[config.mk]
export PLATFORM = sky130hd
export DESIGN_NAME = adc_frame_reader
export DESIGN_NICKNAME = d
export VERILOG_FILES = /design/src/rtl/adcrd_pkg.sv /design/src/rtl/adcrd_span_cnt.sv /design/src/rtl/adcrd_shifter.sv /design/src/rtl/adc_frame_reader.sv
export SDC_FILE = /design/constraint.sdc
export NUM_CORES = 1
export LEC_CHECK = 0
export ABC_AREA = 1
export BUFFER_PORTS_ARGS = -buffer_cell sky130_fd_sc_hd__buf_2
export CAP_MARGIN = 20
export CORE_MARGIN = 5
export CORE_UTILIZATION = 64
export DETAILED_ROUTE_END_ITERATION = 16
export PLACE_DENSITY = 0.81
export SLEW_MARGIN = 25
export SYNTH_ARGS = -nofsm -noshare
export SYNTH_HDL_FRONTEND = slang
export SYNTH_HIERARCHICAL = 1
export SYNTH_SLANG_ARGS = --single-unit
[constraint.sdc]
create_clock -name clk -period 7.5 [get_ports clk]
set_clock_uncertainty 0.2 [all_clocks]
set_input_delay 0.375 -clock clk [delete_from_list [all_inputs] [get_ports clk]]
set_output_delay 0.375 -clock clk [all_outputs]
set_load 0.01 [all_outputs]
[src/rtl/adcrd_pkg.sv]
package adcrd_pkg;

    localparam int FRAME_BITS  = 16;
    localparam int LEAD_PADS   = 4;
    localparam int CODE_BITS   = 12;
    localparam int TRAIL_PADS  = 2;
    localparam int EDGE_W      = $clog2(FRAME_BITS + 1);

    typedef enum logic [2:0] {
        ST_IDLE,
        ST_LEAD,
        ST_LOW,
        ST_HIGH,
        ST_QUIET
    } rd_state_t;

    typedef struct packed {
        logic rise_cap;
        logic short_code;
    } rd_mode_t;

endpackage

[src/rtl/adcrd_span_cnt.sv]
module adcrd_span_cnt #(
    parameter int W = 8
) (
    input  logic         clk,
    input  logic         rst_n,
    input  logic         run,
    input  logic [W-1:0] span,
    output logic         last
);

    logic [W-1:0] cnt_q;
    logic [W-1:0] span_eff;

    always_comb begin
        span_eff = (span == '0) ? W'(1) : span;
        last     = run && (cnt_q == span_eff - W'(1));
    end

    always_ff @(posedge clk) begin
        if (!rst_n) begin
            cnt_q <= '0;
        end else if (!run || last) begin
            cnt_q <= '0;
        end else begin
            cnt_q <= cnt_q + W'(1);
        end
    end

endmodule

[src/rtl/adcrd_shifter.sv]
module adcrd_shifter #(
    parameter int FRAME_BITS = 16,
    parameter int LEAD_PADS  = 4,
    parameter int CODE_BITS  = 12,
    parameter int TRAIL_PADS = 2
) (
    input  logic                 clk,
    input  logic                 rst_n,
    input  logic                 clr,
    input  logic                 shift_en,
    input  logic                 bit_in,
    input  logic                 short_code,
    output logic [CODE_BITS-1:0] code_out,
    output logic                 pad_err
);

    localparam int SHORT_BITS = CODE_BITS - TRAIL_PADS;

    logic [FRAME_BITS-1:0] sh_q;
    logic [LEAD_PADS-1:0]  lead_bits;
    logic [CODE_BITS-1:0]  full_code;
    logic [CODE_BITS-1:0]  short_val;
    logic                  trail_hit;

    always_ff @(posedge clk) begin
        if (!rst_n || clr) begin
            sh_q <= '0;
        end else if (shift_en) begin
            sh_q <= {sh_q[FRAME_BITS-2:0], bit_in};
        end
    end

    assign lead_bits = sh_q[FRAME_BITS-1 -: LEAD_PADS];
    assign full_code = sh_q[CODE_BITS-1:0];

    generate
        if (TRAIL_PADS > 0) begin : g_trail
            assign short_val = {{TRAIL_PADS{1'b0}}, sh_q[CODE_BITS-1 -: SHORT_BITS]};
            assign trail_hit = |sh_q[TRAIL_PADS-1:0];
        end else begin : g_no_trail
            assign short_val = full_code;
            assign trail_hit = 1'b0;
        end
    endgenerate

    always_comb begin
        code_out = short_code ? short_val : full_code;
        pad_err  = (|lead_bits) | (short_code & trail_hit);
    end

endmodule

[src/rtl/adc_frame_reader.sv]
module adc_frame_reader
    import adcrd_pkg::*;
#(
    parameter int DIV_W   = 8,
    parameter int QUIET_W = 10
) (
    input  logic                 clk,
    input  logic                 rst_n,
    input  logic                 start,
    input  logic                 cont_mode,
    input  logic                 abort,
    input  logic                 mode10,
    input  logic                 rise_capture,
    input  logic [DIV_W-1:0]     half_div,
    input  logic [QUIET_W-1:0]   quiet_len,
    input  logic                 sdata,
    output logic                 cs_n,
    output logic                 sclk,
    output logic                 busy,
    output logic                 result_valid,
    output logic [CODE_BITS-1:0] result,
    output logic                 frame_err
);

    localparam logic [EDGE_W-1:0] LAST_EDGE = EDGE_W'(FRAME_BITS);

    rd_state_t            state_q, state_d;
    logic [EDGE_W-1:0]    edge_q;
    logic [DIV_W-1:0]     div_q;
    logic [QUIET_W-1:0]   quiet_q;
    rd_mode_t             mode_q;

    logic                 in_frame;
    logic                 go;
    logic                 accept;
    logic                 phase_last;
    logic                 quiet_last;
    logic                 at_last_edge;
    logic                 frame_end;
    logic                 shift_en;
    logic [CODE_BITS-1:0] code_w;
    logic                 pad_err_w;

    assign in_frame     = (state_q == ST_LEAD) || (state_q == ST_LOW) || (state_q == ST_HIGH);
    assign go           = start | cont_mode;
    assign accept       = (state_q == ST_IDLE) && go;
    assign at_last_edge = (edge_q == LAST_EDGE);
    assign frame_end    = (state_q == ST_HIGH) && phase_last && at_last_edge && !abort;

    always_comb begin
        shift_en = 1'b0;
        if (phase_last && !abort) begin
            unique case (state_q)
                ST_LEAD:  shift_en = !mode_q.rise_cap;
                ST_LOW:   shift_en = mode_q.rise_cap;
                ST_HIGH:  shift_en = !mode_q.rise_cap && !at_last_edge;
                default:  shift_en = 1'b0;
            endcase
        end
    end

    adcrd_span_cnt #(.W(DIV_W)) u_phase (
        .clk   (clk),
        .rst_n (rst_n),
        .run   (in_frame),
        .span  (div_q),
        .last  (phase_last)
    );

    adcrd_span_cnt #(.W(QUIET_W)) u_quiet (
        .clk   (clk),
        .rst_n (rst_n),
        .run   (state_q == ST_QUIET),
        .span  (quiet_q),
        .last  (quiet_last)
    );

    adcrd_shifter #(
        .FRAME_BITS (FRAME_BITS),
        .LEAD_PADS  (LEAD_PADS),
        .CODE_BITS  (CODE_BITS),
        .TRAIL_PADS (TRAIL_PADS)
    ) u_shift (
        .clk        (clk),
        .rst_n      (rst_n),
        .clr        (state_q == ST_IDLE),
        .shift_en   (shift_en),
        .bit_in     (sdata),
        .short_code (mode_q.short_code),
        .code_out   (code_w),
        .pad_err    (pad_err_w)
    );

    // next-state logic
    always_comb begin
        state_d = state_q;
        unique case (state_q)
            ST_IDLE: begin
                if (go) state_d = ST_LEAD;
            end
            ST_LEAD: begin
                if (abort)           state_d = ST_QUIET;
                else if (phase_last) state_d = ST_LOW;
            end
            ST_LOW: begin
                if (abort)           state_d = ST_QUIET;
                else if (phase_last) state_d = ST_HIGH;
            end
            ST_HIGH: begin
                if (abort)           state_d = ST_QUIET;
                else if (phase_last) state_d = at_last_edge ? ST_QUIET : ST_LOW;
            end
            ST_QUIET: begin
                if (quiet_last) state_d = ST_IDLE;
            end
            default: state_d = ST_IDLE;
        endcase
    end

    // state register
    always_ff @(posedge clk) begin
        if (!rst_n) state_q <= ST_IDLE;
        else        state_q <= state_d;
    end

    // falling-edge counter and per-frame configuration
    always_ff @(posedge clk) begin
        if (!rst_n) begin
            edge_q  <= '0;
            div_q   <= DIV_W'(1);
            quiet_q <= QUIET_W'(1);
            mode_q  <= '0;
        end else begin
            if (state_q == ST_IDLE) begin
                edge_q <= '0;
            end else if (phase_last && state_q == ST_LEAD) begin
                edge_q <= EDGE_W'(1);
            end else if (phase_last && state_q == ST_HIGH && !at_last_edge) begin
                edge_q <= edge_q + EDGE_W'(1);
            end
            if (accept) begin
                div_q           <= half_div;
                quiet_q         <= quiet_len;
                mode_q.rise_cap   <= rise_capture;
                mode_q.short_code <= mode10;
            end
        end
    end

    // result register
    always_ff @(posedge clk) begin
        if (!rst_n) begin
            result_valid <= 1'b0;
            result       <= '0;
            frame_err    <= 1'b0;
        end else begin
            result_valid <= frame_end;
            if (frame_end) begin
                result    <= code_w;
                frame_err <= pad_err_w;
            end
        end
    end

    // pin outputs decoded from state
    always_comb begin
        cs_n = !in_frame;
        sclk = (state_q != ST_LOW);
        busy = in_frame;
    end

endmodule

==> results of run 1 <==
## where the power goes
part	internal (mW)	switching, mW	leakage (nW)	total [mW]
clock network	0.258	0.163	0.134	0.421
logic	0.192	0.363	1.29	0.555
registers	0.442	0.0615	0.617	0.504
total	0.892	0.588	2.04	1.48
## cells in the final DEF, fill, tap and decap left out, types with 3 or more instances in the layout
cell type                   synthesis  layout
sky130_fd_sc_hd__nand2_2           14      14
sky130_fd_sc_hd__nand3b_1           3       3
sky130_fd_sc_hd__bufinv_16          0       4
sky130_fd_sc_hd__xnor2_1           15      15
sky130_fd_sc_hd__a21oi_1           29      29
sky130_fd_sc_hd__buf_2              2      42
sky130_fd_sc_hd__clkbuf_8           0       9
sky130_fd_sc_hd__nor2_4             5       5
sky130_fd_sc_hd__nand3_1           34      34
sky130_fd_sc_hd__inv_1             65      65
sky130_fd_sc_hd__a21oi_2           18      18
sky130_fd_sc_hd__nand2_4            3       3
sky130_fd_sc_hd__o21ai_0           23      23
sky130_fd_sc_hd__nand2_1          163     163
sky130_fd_sc_hd__dfxtp_1           76      76
sky130_fd_sc_hd__nand4_1            9       9
sky130_fd_sc_hd__xor2_1            14      14
sky130_fd_sc_hd__nor2_2            15      15
sky130_fd_sc_hd__inv_2              8       8
sky130_fd_sc_hd__nor3_1             4       4
sky130_fd_sc_hd__nand3_2            3       3
sky130_fd_sc_hd__nor2_1            77      77
sky130_fd_sc_hd__ha_1               6       6
## cell families (layout without fill, tap and decap cells)
family	count (synthesis)	in the layout
AO/OA/AOI/OAI	74	74
XOR/XNOR	29	29
adder cells (fa/ha/maj)	6	6
buffers and inverters	95	136
flip-flops	76	76
AND/OR/NAND/NOR	333	333
## worst max-delay path, cell delays in order (launching register included)
cell	delay, ns
sky130_fd_sc_hd__dfxtp_1	0.38
sky130_fd_sc_hd__nor2_2	0.18
sky130_fd_sc_hd__nand2_2	0.09
sky130_fd_sc_hd__o21ai_2	0.13
sky130_fd_sc_hd__inv_1	0.08
sky130_fd_sc_hd__ha_1	0.25
sky130_fd_sc_hd__inv_1	0.10
sky130_fd_sc_hd__nand2_1	0.07
sky130_fd_sc_hd__nand3_1	0.07
sky130_fd_sc_hd__nand2_1	0.08
sky130_fd_sc_hd__nor2_4	0.08
sky130_fd_sc_hd__nand3_2	0.07
sky130_fd_sc_hd__nor2_2	0.11
sky130_fd_sc_hd__nand3_2	0.12
sky130_fd_sc_hd__nor2_1	0.26
sky130_fd_sc_hd__nand2_1	0.09
sky130_fd_sc_hd__nor2_1	0.09
sky130_fd_sc_hd__o21ai_0	0.08
sky130_fd_sc_hd__a31oi_1	0.14
sky130_fd_sc_hd__buf_4	0.27
sky130_fd_sc_hd__inv_8	0.09
sky130_fd_sc_hd__nand2_1	0.07
sky130_fd_sc_hd__a21oi_1	0.06
## routing by layer
layer / wire (um) / vias up / track usage
met5: 0 / - / 0
met4: 224 / 0 / 0.100
met3: 558 / 23 / 0.0540
met2: 4340 / 112 / 0.391
met1: 4060 / 1748 / 0.280
li1: - / 1982 / -
## final cells by class
cell class,count,area share
Clock inverter,7,0.0311
Inverter,77,0.0669
Tap cell,77,0.0204
Clock buffer,9,0.0263
Timing Repair Buffer,43,0.0462
Multi-Input combinational cell,442,0.486
Sequential cell,76,0.323
## registers in the layout (all words and copies together) (netlist names)
| name | flops |
|---|---|
| div_q | 8 |
| edge_q | 5 |
| frame_err | 1 |
| mode_q | 2 |
| quiet_q | 10 |
| result | 12 |
| result_valid | 1 |
| state_q | 3 |
| u_phase/cnt_q | 8 |
| u_quiet/cnt_q | 10 |
| u_shift/sh_q | 16 |
## path summary, 6_finish.rpt
check / slack [ns] / cells after the start / endpoint
max: 4.15 / 22 / u_shift/sh_q[15]
min: 0.03 / 3 / div_q[0]
max reg2reg: 4.15 / 22 / u_shift/sh_q[15]
min reg2reg: 0.26 / 2 / div_q[0]
## per-stage QoR
stage	hold WS, ns	cell area [sq um]	instances	power (mW)
3_5_place_dp	0.249	4440	715	1.06
6_report	0.0311	4710	731	1.48
4_1_cts	0.0150	4710	731	1.49
2_1_floorplan	0.229	4280	613	0.971
3_3_place_gp	0.240	4440	715	1.04
5_1_grt	0.0306	4710	731	1.58
==> flow_summary.rst, run 1 <==
.. list-table::
   :header-rows: 1

   * - Metric
     - Value
   * - Worst flop-to-flop path startpoint
     - div_q[4]
   * - Die Area
     - about 8400 sq um
   * - Quantity of I/O buffers inserted on ports
     - 42
   * - Largest net degree at the start of global routing
     - 25
   * - Pwr Density
     - about 310 nW/um^2
   * - Clk_lat worst skew
     - 0.36 ns
   * - Highest ir drop seen on vdd
     - between 200 and 300 uV
   * - First-pass GRT wire length
     - roughly 16000 um
   * - Average size of a mapped cell
     - 6.98 sq um
   * - Xor/xnor share of the synthesized area
     - 0.0593
   * - Transition time at the pin with the least slew margin
     - 0.765 ns
   * - Standard cell core area
     - 6420 sq um
   * - X dimension of the die
     - 91.8 um
   * - Routability cong.
     - around 0.92
   * - Final Setup Violations
     - 0
   * - Detailed-route DRC error count
     - 0
   * - Cell count after synthesis
     - 613
   * - All-Layer GR Usage
     - 0.231
   * - Most frequent cell after synthesis
     - sky130_fd_sc_hd__nand2_1
   * - Class of the most critical setup path
     - register to register
   * - Category of the worst setup path launch point
     - register
   * - Distinct cells, synth
     - 38
   * - Final sum of negative setup slack
     - 0 ns
   * - Half-perimeter wire length after detailed placement
     - just under 7000 um
   * - Share of Yosys cell area claimed by the top area cell type
     - 0.355
   * - Row count
     - 29
   * - Number of antenna violations at the first check in global routing
     - 0
   * - Vertical die dimension
     - around 92 um
   * - Arithmetic-cell share of the synthesized area counting full adders, half adders and majority gates
     - 0.0175
   * - Clock sink count
     - 76
   * - Vias per std cell
     - 5.29
   * - Min-Delay Path Class
     - primary input to register
   * - Core Util, Final
     - 0.734
   * - Syn-to-layout area delta
     - 10.1%
   * - Antenna violation net count after detailed routing
     - 0
   * - Number of levels in the clock H-tree
     - 3
   * - Fraction of the yosys area taken by sequential cells
     - 0.355
   * - Yosys warning total
     - 6
   * - Largest family of logic cells by synthesized area
     - simple AND/OR/NAND/NOR gates
   * - Combined area of all synthesized cells
     - approximately 4300 sq um
   * - Area used by multi-input combinational logic
     - 2290 sq um
   * - Number of buffers between clock root and the deepest sink
     - 2
   * - Layout cells sized above 1
     - 0.203
   * - Prevailing post-synth register cell
     - sky130_fd_sc_hd__dfxtp_1
   * - Final setup margin
     - 4.15 ns
   * - Critical path peak fanout
     - 17
   * - Number of iterations in the first detailed-routing pass
     - 5
   * - Post-synthesis share of cell area spent on and, or, nand and nor gates
     - 0.352
   * - Total area of sequential cells
     - 1520 sq um
   * - Biggest area contributors in the synthesized netlist
     - sky130_fd_sc_hd__dfxtp_1 (36%), sky130_fd_sc_hd__nand2_1 (14%), sky130_fd_sc_hd__nor2_1 (6.8%)
   * - Leak Pwr
     - ~2 nW
   * - CP Data Arrival Time
     - 3.35 ns
   * - Filler cells
     - ~520
   * - Data required time at the worst endpoint
     - 7.50 ns
   * - Starting DRC count in detailed routing
     - ~170
   * - Clock buffers created by TritonCTS
     - 9
   * - Crit end category
     - register
   * - Starting density of the core
     - 0.667
   * - Relative max-transition margin
     - 0.488
   * - Clock transition at the registers of the reported paths
     - 0.08 ns
   * - Number of storage elements in the synthesis netlist
     - 76
   * - I/O pin total
     - 43
   * - TritonCTS clock tree
     - yes
   * - Final number of hold-violating endpoints
     - 0
   * - Buffer type at the clock tree root
     - sky130_fd_sc_hd__clkbuf_8
   * - Portion of netlist area occupied by mux cells
     - 0
   * - Ant. Diodes
     - 0
   * - Commonest cells in the netlist
     - sky130_fd_sc_hd__nand2_1 (163), sky130_fd_sc_hd__nor2_1 (77), sky130_fd_sc_hd__dfxtp_1 (76)
   * - Grt total ovfl
     - 0
   * - Worst hold path startpoint
     - half_div[0]
   * - Routed WL
     - between 9000 and 10000 um
   * - Post-Synthesis Net Count
     - 645
   * - Number of enable-type register cells in the synthesized netlist
     - 0
   * - Hold-fix buffers at CTS
     - 0
   * - Count of nets after finishing
     - 681
   * - Total vias in the final route
     - between 3000 and 4000
   * - Final Max Slew Viols
     - 0
   * - Number of gates resized after cts
     - 0
   * - Number of max-cap violations
     - 0
   * - Pre-CTS WS
     - 4.21 ns
   * - Minimum period implied by the final worst setup slack
     - around 3.3 ns
   * - Worst setup path startpoint
     - div_q[4]
   * - Share of async-settable or async-resettable flops after synthesis
     - 0
   * - Run status
     - complete, no violations
   * - Period utilisation layout
     - 0.446
   * - Routed wire per std cell
     - roughly 13 um
   * - Top achievable clock speed
     - 0.299 GHz
   * - Via count of the first global-routing pass
     - 3712
   * - Cell taking the most area after synthesis
     - sky130_fd_sc_hd__dfxtp_1
   * - Compound-Gate Fraction of Synth Area
     - 0.107
   * - Buffers inserted during post-CTS setup optimization
     - 0
   * - Setup repair after global routing missed its margin
     - false
Power figures use the tool's default switching activity.
==> run 2, diff against run 1 <==
CORE_UTILIZATION = 54   (was 64)
PLACE_DENSITY = 0.73   (was 0.81)
clock period = 2.99 ns   (was 7.5 ns; I/O delays follow)
==> run 2 against run 1 <==
Compared with the run above: clock power rose by 95%; critical path type unchanged; sequential cell count is the same; critical endpoint is now u_shift/sh_q[10]; cell area up 12%; register-to-register slack worse by 4.1 ns; via count increased by 4.9%; power rose to 2.6 times the previous value; final cell count grew 10%.
==> flow_summary.rst, run 2 (synthesis gave the netlist of run 1 again) <==
.. list-table::
   :header-rows: 1

   * - Metric
     - Value
   * - Number of cells on the worst reg-to-reg path
     - 19 (-14%)
   * - Hold-critical path endpoint
     - edge_q[0]
   * - Class of the most critical setup path
     - register to register
   * - Number of iterations in the first detailed-routing pass
     - 5 (unchanged)
   * - Core Util, Final
     - 0.682 (-0.0526)
   * - Final Setup Violations
     - 0 (unchanged)
   * - All-Layer GR Usage
     - 0.213 (-0.0180)
   * - Data required time at the worst endpoint
     - 3.06 ns (-4.44 ns)
   * - Number of max-cap violations
     - 0 (unchanged)
   * - Category of the worst setup path launch point
     - register
   * - Instance count after placement with tap cells included
     - 754 (+5.5%)
   * - Via count of the first global-routing pass
     - 3895 (+4.9%)
   * - Layout cells sized above 1
     - 0.286 (+0.0830)
   * - Starting density of the core
     - 0.554 (-0.113)
   * - Pwr Density
     - 721 nW/um^2 (+130%)
   * - Amount of wire on met2 after detailed routing
     - 4930 um (+13%)
   * - Buffer type at the clock tree root
     - sky130_fd_sc_hd__clkbuf_8
   * - Critical path peak fanout
     - 8 (-9)
   * - Worst flop-to-flop path startpoint
     - div_q[7]
   * - Top achievable clock speed
     - 0.342 GHz (+15%)
   * - Standard cell core area
     - 7730 sq um (+20%)
   * - TritonCTS clock tree
     - yes
   * - Run status
     - complete, no violations
   * - Row count
     - 32 (+10%)
   * - Largest net degree at the start of global routing
     - 25 (unchanged)
   * - Quantity of I/O buffers inserted on ports
     - 42 (unchanged)
   * - Final Max Slew Viols
     - 0 (unchanged)
   * - Clock buffers created by TritonCTS
     - 9 (unchanged)
   * - Number of antenna violations at the first check in global routing
     - 0 (unchanged)
   * - Final number of hold-violating endpoints
     - 0 (unchanged)
   * - X dimension of the die
     - 99.0 um (+7.9%)
   * - Antenna violation net count after detailed routing
     - 0 (unchanged)
   * - Number of buffers between clock root and the deepest sink
     - 2 (unchanged)
   * - Syn-to-layout area delta
     - 23.0%
   * - Routed wire per std cell
     - 12.6 um (+0.57%)
   * - Clk_lat worst skew
     - 0.35 ns (about the same)
   * - Period utilisation layout
     - 0.977 (+0.531)
   * - Relative max-transition margin
     - 0.428 (-0.0603)
   * - Routability cong.
     - 0.882 (-3.7%)
   * - Top routing layer used
     - met4
   * - Detailed-route DRC error count
     - 0 (unchanged)
   * - Starting DRC count in detailed routing
     - 166 (+0.61%)
   * - Largest regs
     - u_shift/sh_q x16, result x12
   * - I/O pin total
     - 43 (unchanged)
   * - Vertical die dimension
     - 99.0 um (+7.9%)
   * - Wl on met1
     - 4490 um (+11%)
   * - Crit end category
     - register
   * - Worst flop-to-flop path endpoint
     - u_shift/sh_q[10]
   * - Minimum period implied by the final worst setup slack
     - 2.92 ns (-0.426 ns)
   * - Worst Hold Path Cells
     - 3 (unchanged)
   * - CP Data Arrival Time
     - 2.99 ns (-0.36 ns)
   * - Worst setup path startpoint
     - div_q[7]
   * - Setup slack, reg-to-reg
     - 0.07 ns (-4.08 ns)
   * - Half-perimeter wire length after detailed placement
     - 6880 um (+2.2%)
   * - Wire length on met3
     - 616 um (+10%)
   * - Ant. Diodes
     - 0 (unchanged)
   * - Setup repair after global routing missed its margin
     - true
   * - Flip-flop count of the largest register, all copies and words added
     - 16 (unchanged)
   * - First-pass GRT wire length
     - 17300 um (+7.3%)
   * - Highest-count cells in the layout ignoring fill and taps
     - sky130_fd_sc_hd__nand2_1 (148), sky130_fd_sc_hd__nor2_1 (71), sky130_fd_sc_hd__dfxtp_1 (63)
   * - Most common library cell in the layout ignoring fill and taps
     - sky130_fd_sc_hd__nand2_1
   * - Transition time at the pin with the least slew margin
     - 0.857 ns (+0.0913 ns)
   * - Routed WL
     - 10200 um (+11%)
   * - Die Area
     - 9810 sq um (+16%)
   * - Filler cells
     - 636 (+22%)
   * - Number of levels in the clock H-tree
     - 3 (unchanged)
   * - Highest ir drop seen on vdd
     - 689 uV (+170%)
   * - Clock transition at the registers of the reported paths
     - 0.08 ns (about the same)
   * - Worst hold path startpoint
     - rst_n
   * - Leak Pwr
     - 2.26 nW (+11%)
   * - Post-layout instance count excluding filler cells
     - 804 (+10%)
   * - Clock sink count
     - 76 (unchanged)
   * - Final sum of negative setup slack
     - 0 ns (unchanged)
   * - Total vias in the final route
     - 4053 (+4.9%)
   * - Min-Delay Path Class
     - primary input to register
   * - Top reg by flops
     - u_shift/sh_q
   * - Count of nets after finishing
     - 729 (+7.0%)
   * - Vias per std cell
     - 5.04 (-4.7%)
   * - Grt total ovfl
     - 0 (unchanged)
==> run 2: area by class of cell <==
class                   instances  area, sq um  share of cell area
flip-flops and latches         76         1540               0.293
inverters                      77          324              0.0615
clock buffers                  10          138              0.0261
repair buffers                 90          646               0.123
clock inverters                 6         68.8              0.0131
well taps                     102          128              0.0242
multi-input cells             442         2410               0.458
repair inverters                1         8.76             0.00166
==> run 2: timing repair <==
action,4_1_cts,5_1_grt
cloned,2,1
hold endpoints to repair,22,0
hold buffers,24,0
endpoints found under the setup margin,33,37
pin swaps,7,17
buffers inserted,2,5
gates resized for setup,12,49
==> run 2: metal layers <==
metal,up-vias,track usage
met1,1830,0.266
met2,132,0.365
li1,2080,-
met4,0,0.0714
met3,11,0.0403
met5,-,0
==> run 2: worst max-delay path by stage <==
stage                       endpoint  slack [ns]  cells after the start
floorplan           u_shift/sh_q[13]        0.06                     23
global placement     u_shift/sh_q[4]       -0.02                     22
detailed placement   u_shift/sh_q[6]       -0.11                     22
CTS                 u_shift/sh_q[14]        0.02                     22
global route        u_shift/sh_q[11]       -0.18                     19
finish              u_shift/sh_q[10]        0.07                     19
==> run 2: metrics by stage <==
| step | power [mW] | cell area, sq um | hold slack [ns] | setup WS [ns] |
|---|---|---|---|---|
| floorplan | 2.43 | 4280 | 0.0758 | 0.0581 |
| global placement | 2.71 | 4580 | 0.163 | -0.0209 |
| detailed placement | 2.76 | 4580 | 0.168 | -0.110 |
| CTS | 3.68 | 5090 | 0.00298 | 0.0197 |
| global route | 4.08 | 5270 | 0.0385 | -0.177 |
| finish | 3.79 | 5270 | 0.0156 | 0.0679 |
==> run 2: critical path, stage by stage, from the launching register on <==
cell	delay (ns)
sky130_fd_sc_hd__dfxtp_2	0.32
sky130_fd_sc_hd__nor2_1	0.11
sky130_fd_sc_hd__nand2_1	0.11
sky130_fd_sc_hd__o21ai_2	0.19
sky130_fd_sc_hd__inv_2	0.07
sky130_fd_sc_hd__ha_4	0.24
sky130_fd_sc_hd__xnor2_2	0.14
sky130_fd_sc_hd__nor2_4	0.11
sky130_fd_sc_hd__nand3_2	0.07
sky130_fd_sc_hd__nor2_2	0.12
sky130_fd_sc_hd__nand3_2	0.11
sky130_fd_sc_hd__nor2_2	0.12
sky130_fd_sc_hd__nand2_1	0.07
sky130_fd_sc_hd__nor2_1	0.09
sky130_fd_sc_hd__o21ai_1	0.08
sky130_fd_sc_hd__a31oi_2	0.19
sky130_fd_sc_hd__buf_4	0.17
sky130_fd_sc_hd__buf_8	0.13
sky130_fd_sc_hd__nand2_1	0.06
sky130_fd_sc_hd__a21oi_1	0.13
==> run 2: power by group <==
group / leakage (nW) / switching, mW / total (mW) / internal, mW
Combinational: 1.54 / 1.03 / 1.71 / 0.679
Sequential: 0.622 / 0.144 / 1.27 / 1.12
Clock: 0.103 / 0.406 / 0.820 / 0.414
==> run 3, diff against run 2 <==
CORE_UTILIZATION = 53   (was 54)
PLACE_DENSITY = 0.72   (was 0.73)
SETUP_SLACK_MARGIN = 0.1   (was default)
SYNTH_HIERARCHICAL = default   (was 1)
==> run 3 against run 2 <==
Compared with the run above: routed wire length shrank 11%; global-route usage decreased by 0.17 points; via count is 11% lower; largest cell class unchanged; highest routed layer unchanged; sequential cell count stayed put; worst setup slack better by 0.21 ns; core utilization shrank 3.1 points.
==> flow_summary.rst, run 3 <==
.. list-table::
   :header-rows: 1

   * - Metric
     - Value
   * - Row count
     - 31 (-3.1%)
   * - Standard cell core area
     - 7180 sq um (-7.1%)
   * - Half-perimeter wire length after detailed placement
     - 6420 um (-6.7%)
   * - Antenna violation net count after detailed routing
     - 0 (unchanged)
   * - Number of enable-type register cells in the synthesized netlist
     - 0 (unchanged)
   * - Data required time at the worst endpoint
     - 3.03 ns (-0.03 ns)
   * - Cell taking the most area after synthesis
     - sky130_fd_sc_hd__dfxtp_1
   * - Ant. Diodes
     - 0 (unchanged)
   * - Count of nets after finishing
     - 650 (-11%)
   * - Worst Hold Path Cells
     - 4 (+1)
   * - Worst flop-to-flop path endpoint
     - u_shift.sh_q[7]
   * - Prevailing post-synth register cell
     - sky130_fd_sc_hd__dfxtp_1
   * - Buffer type at the clock tree root
     - sky130_fd_sc_hd__clkbuf_8
   * - Biggest area contributors in the synthesized netlist
     - sky130_fd_sc_hd__dfxtp_1 (39%), sky130_fd_sc_hd__nand2_1 (11%), sky130_fd_sc_hd__inv_1 (7.2%)
   * - Top achievable clock speed
     - 0.369 GHz (+7.8%)
   * - Clock buffers created by TritonCTS
     - 9 (unchanged)
   * - Worst hold path startpoint
     - abort
   * - Category of the worst setup path launch point
     - register
   * - Setup slack, reg-to-reg
     - 0.28 ns (+0.21 ns)
   * - Hold Slack
     - 0.0212 ns (+0.00562 ns)
   * - Setup repair after global routing missed its margin
     - true
   * - Transition time at the pin with the least slew margin
     - 0.605 ns (-0.252 ns)
   * - Number of storage elements in the synthesis netlist
     - 76 (unchanged)
   * - Leak Pwr
     - 2.05 nW (-9.6%)
   * - Post-Synthesis Net Count
     - 582 (-9.8%)
   * - Average size of a mapped cell
     - 7.01 sq um (+0.35%)
   * - Most frequent cell after synthesis
     - sky130_fd_sc_hd__nand2_1
   * - Routed wire per std cell
     - 12.5 um (-1.4%)
   * - Clk_lat worst skew
     - 0.35 ns (about the same)
   * - Flip-flop count of the largest register, all copies and words added
     - 16 (unchanged)
   * - Final Setup Violations
     - 0 (unchanged)
   * - Syn-to-layout area delta
     - 21.1%
   * - Share of Yosys cell area claimed by the top area cell type
     - 0.395 (+0.0393)
   * - Cells along the critical path
     - inv_1 -> nand2_1 -> nor2_2 -> nand2_4 -> nand2_2 -> inv_2 -> ha_2 -> xor2_1 -> nand2_1 -> nor2_2 -> nand3_2 -> nor2_4 -> nand4_4 -> clkinv_4 -> nand2_8 -> o21ai_1 -> a21oi_1
   * - Largest net degree at the start of global routing
     - 33 (+32%)
   * - Critical path peak fanout
     - 32 (+24)
   * - CP Data Arrival Time
     - 2.75 ns (-0.24 ns)
   * - Die Area
     - 9080 sq um (-7.4%)
   * - TritonCTS clock tree
     - yes
   * - Relative max-transition margin
     - 0.596 (+0.168)
   * - Detailed-route DRC error count
     - 0 (unchanged)
   * - Total cell area at the placement stage
     - 4150 sq um (-9.5%)
   * - Final sum of negative setup slack
     - 0 ns (unchanged)
   * - Number of iterations in the first detailed-routing pass
     - 4 (-1)
   * - Clock sink count
     - 76 (unchanged)
   * - Internal
     - 2.21 mW (-0.36%)
   * - Switching power of the nets
     - 1.60 mW (+1.0%)
   * - Period utilisation layout
     - 0.906 (-0.0709)
   * - Share of total power in sequential cells
     - 0.345 (+0.011)
   * - Top reg by flops
     - u_shift.sh_q
   * - Starting DRC count in detailed routing
     - 118 (-29%)
   * - Number of levels in the clock H-tree
     - 3 (unchanged)
   * - Most common library cell in the layout ignoring fill and taps
     - sky130_fd_sc_hd__nand2_1
   * - Number of buffers between clock root and the deepest sink
     - 2 (unchanged)
   * - Starting density of the core
     - 0.537 (-0.0169)
   * - I/O pin total
     - 43 (unchanged)
   * - Number of max-cap violations
     - 0 (unchanged)
   * - Min-Delay Path Class
     - primary input to register
   * - Sw Ratio
     - 0.420 (+0.00335)
   * - Cell with the biggest individual delay on the critical path
     - sky130_fd_sc_hd__dfxtp_2
   * - Vertical die dimension
     - 95.3 um (-3.8%)
   * - Pwr Density
     - 815 nW/um^2 (+13%)
   * - Highest-count cells in the layout ignoring fill and taps
     - sky130_fd_sc_hd__nand2_1 (105), sky130_fd_sc_hd__inv_1 (74), sky130_fd_sc_hd__dfxtp_1 (72)
   * - Routed WL
     - 9000 um (-11%)
   * - Clock transition at the registers of the reported paths
     - 0.08 ns (about the same)
   * - Largest regs
     - u_shift.sh_q x16, result x12
   * - Layout cells sized above 1
     - 0.185 (-0.102)
   * - Run status
     - complete, no violations
   * - Total vias in the final route
     - 3623 (-11%)
   * - All-Layer GR Usage
     - 0.211 (-0.00174)
   * - Commonest cells in the netlist
     - sky130_fd_sc_hd__nand2_1 (108), sky130_fd_sc_hd__dfxtp_1 (76), sky130_fd_sc_hd__inv_1 (74)
   * - Final number of hold-violating endpoints
     - 0 (unchanged)
   * - Highest ir drop seen on vdd
     - 299 uV (-57%)
   * - Grt total ovfl
     - 0 (unchanged)
   * - Quantity of I/O buffers inserted on ports
     - 42 (unchanged)
   * - Number of cells on the worst reg-to-reg path
     - 17 (-2)
   * - Relative contribution of combinational cells to total power
     - 0.423 (-0.027)
   * - Worst flop-to-flop path startpoint
     - div_q[3]
   * - Fraction of the yosys area taken by sequential cells
     - 0.395 (+0.0393)
   * - Cell count after synthesis
     - 550 (-10%)
   * - Number of antenna violations at the first check in global routing
     - 0 (unchanged)
   * - Final Max Slew Viols
     - 0 (unchanged)
   * - Distinct cells, synth
     - 38 (unchanged)
   * - Crit end category
     - register
   * - Combined area of all synthesized cells
     - 3850 sq um (-10%)
   * - Routability cong.
     - 0.934 (+5.9%)
   * - Total Power
     - 3.80 mW (+0.22%)
   * - Share of async-settable or async-resettable flops after synthesis
     - 0 (unchanged)
   * - Post-route design area
     - 4670 sq um (-11%)
   * - Slowest stage delay, CP
     - 0.35 ns (+0.03 ns)
   * - Class of the most critical setup path
     - register to register
   * - Minimum period implied by the final worst setup slack
     - 2.71 ns (-0.212 ns)
   * - First-pass GRT wire length
     - 15000 um (-13%)
   * - Yosys warning total
     - 0 (-6)
   * - Fraction of power consumed by the clock network
     - 0.232 (+0.016)
   * - Vias per std cell
     - 5.02 (-0.46%)
   * - Via count of the first global-routing pass
     - 3445 (-12%)
   * - X dimension of the die
     - 95.3 um (-3.8%)
   * - Hold-critical path endpoint
     - result_valid
[run 3: cell types whose count changed after synthesis, sizes merged, moves of 8 or more]
cell | before | now
xnor2 | 15 | 6
a21oi | 47 | 56
nand2 | 180 | 114
buf | 13 | 5
o21ai | 25 | 56
nor2 | 97 | 61
[run 3: stage by stage]
| stage | cells | setup WS, ns | utilization |
|---|---|---|---|
| 4_1_cts | 719 | 0.161 | 0.639 |
| 6_report | 722 | 0.280 | 0.650 |
| 3_5_place_dp | 682 | 0.127 | 0.578 |
| 3_3_place_gp | 682 | 0.207 | 0.578 |
| 5_1_grt | 722 | 0.0651 | 0.650 |
| 2_1_floorplan | 550 | 0.509 | - |
[run 3: cell families after synthesis]
family,share of synthesized area
xor gates and xnor gates,0.0454
buffers and inverters,0.100
DFF,0.395
AOI/OAI and AO/OA,0.158
and+or+nand+nor,0.282
adders and majority gates,0.0195
[run 3: final cells by class]
type | count | area [sq um]
flip-flops and latches | 76 | 1530
clock buffers | 9 | 124
fillers | 658 | 2510
clock inverters | 7 | 98.8
inverters | 81 | 309
multi-input cells | 379 | 2000
repair buffers | 71 | 484
well taps | 99 | 124
[run 3: worst max-delay path by stage]
stage | startpoint | to | slack (ns) | cells past startpoint
3_5_place_dp | div_q[4] | u_shift.sh_q[0] | 0.13 | 17
5_1_grt | quiet_q[5] | state_q[1] | 0.07 | 19
2_1_floorplan | div_q[3] | u_shift.sh_q[2] | 0.51 | 18
4_1_cts | div_q[4] | u_shift.sh_q[0] | 0.16 | 17
6_report | div_q[3] | u_shift.sh_q[7] | 0.28 | 17
3_3_place_gp | div_q[2] | u_shift.sh_q[0] | 0.21 | 17
[run 3: power groups by stage]
| stage | logic [mW] | registers, mW | clock network [mW] |
|---|---|---|---|
| after floorplan | 1.21 | 1.27 | 0 |
| after global placement | 1.46 | 1.32 | 0 |
| after detailed placement | 1.49 | 1.32 | 0 |
| after CTS | 1.53 | 1.30 | 0.894 |
| after global routing | 1.82 | 1.33 | 0.951 |
| final | 1.61 | 1.31 | 0.882 |
[run 3: worst max-delay path, delay by kind of cell, from the launching register on]
family                     cells  cell delay [ns]
buffers and inverters          3             0.27
AOI/OAI and AO/OA              2             0.23
DFF                            1             0.35
xor gates and xnor gates       1             0.13
adders and majority gates      1             0.31
and+or+nand+nor               10             1.09
[run 3: per-layer routing]
layer,track usage,share of wire,vias to the layer above
met5,0,0,-
met3,0.0363,0.029,20
li1,-,-,1905
met1,0.258,0.45,1645
met2,0.361,0.49,53
met4,0.0950,0.027,0
[run 3: repair_timing]
item                                   4_1_cts  5_1_grt
hold buffers                                21        0
setup endpoints to repair                    1       46
buffers inserted                             0        3
gates resized for setup                      1       22
endpoints found under the hold margin       21        0
pin swaps                                    0        9
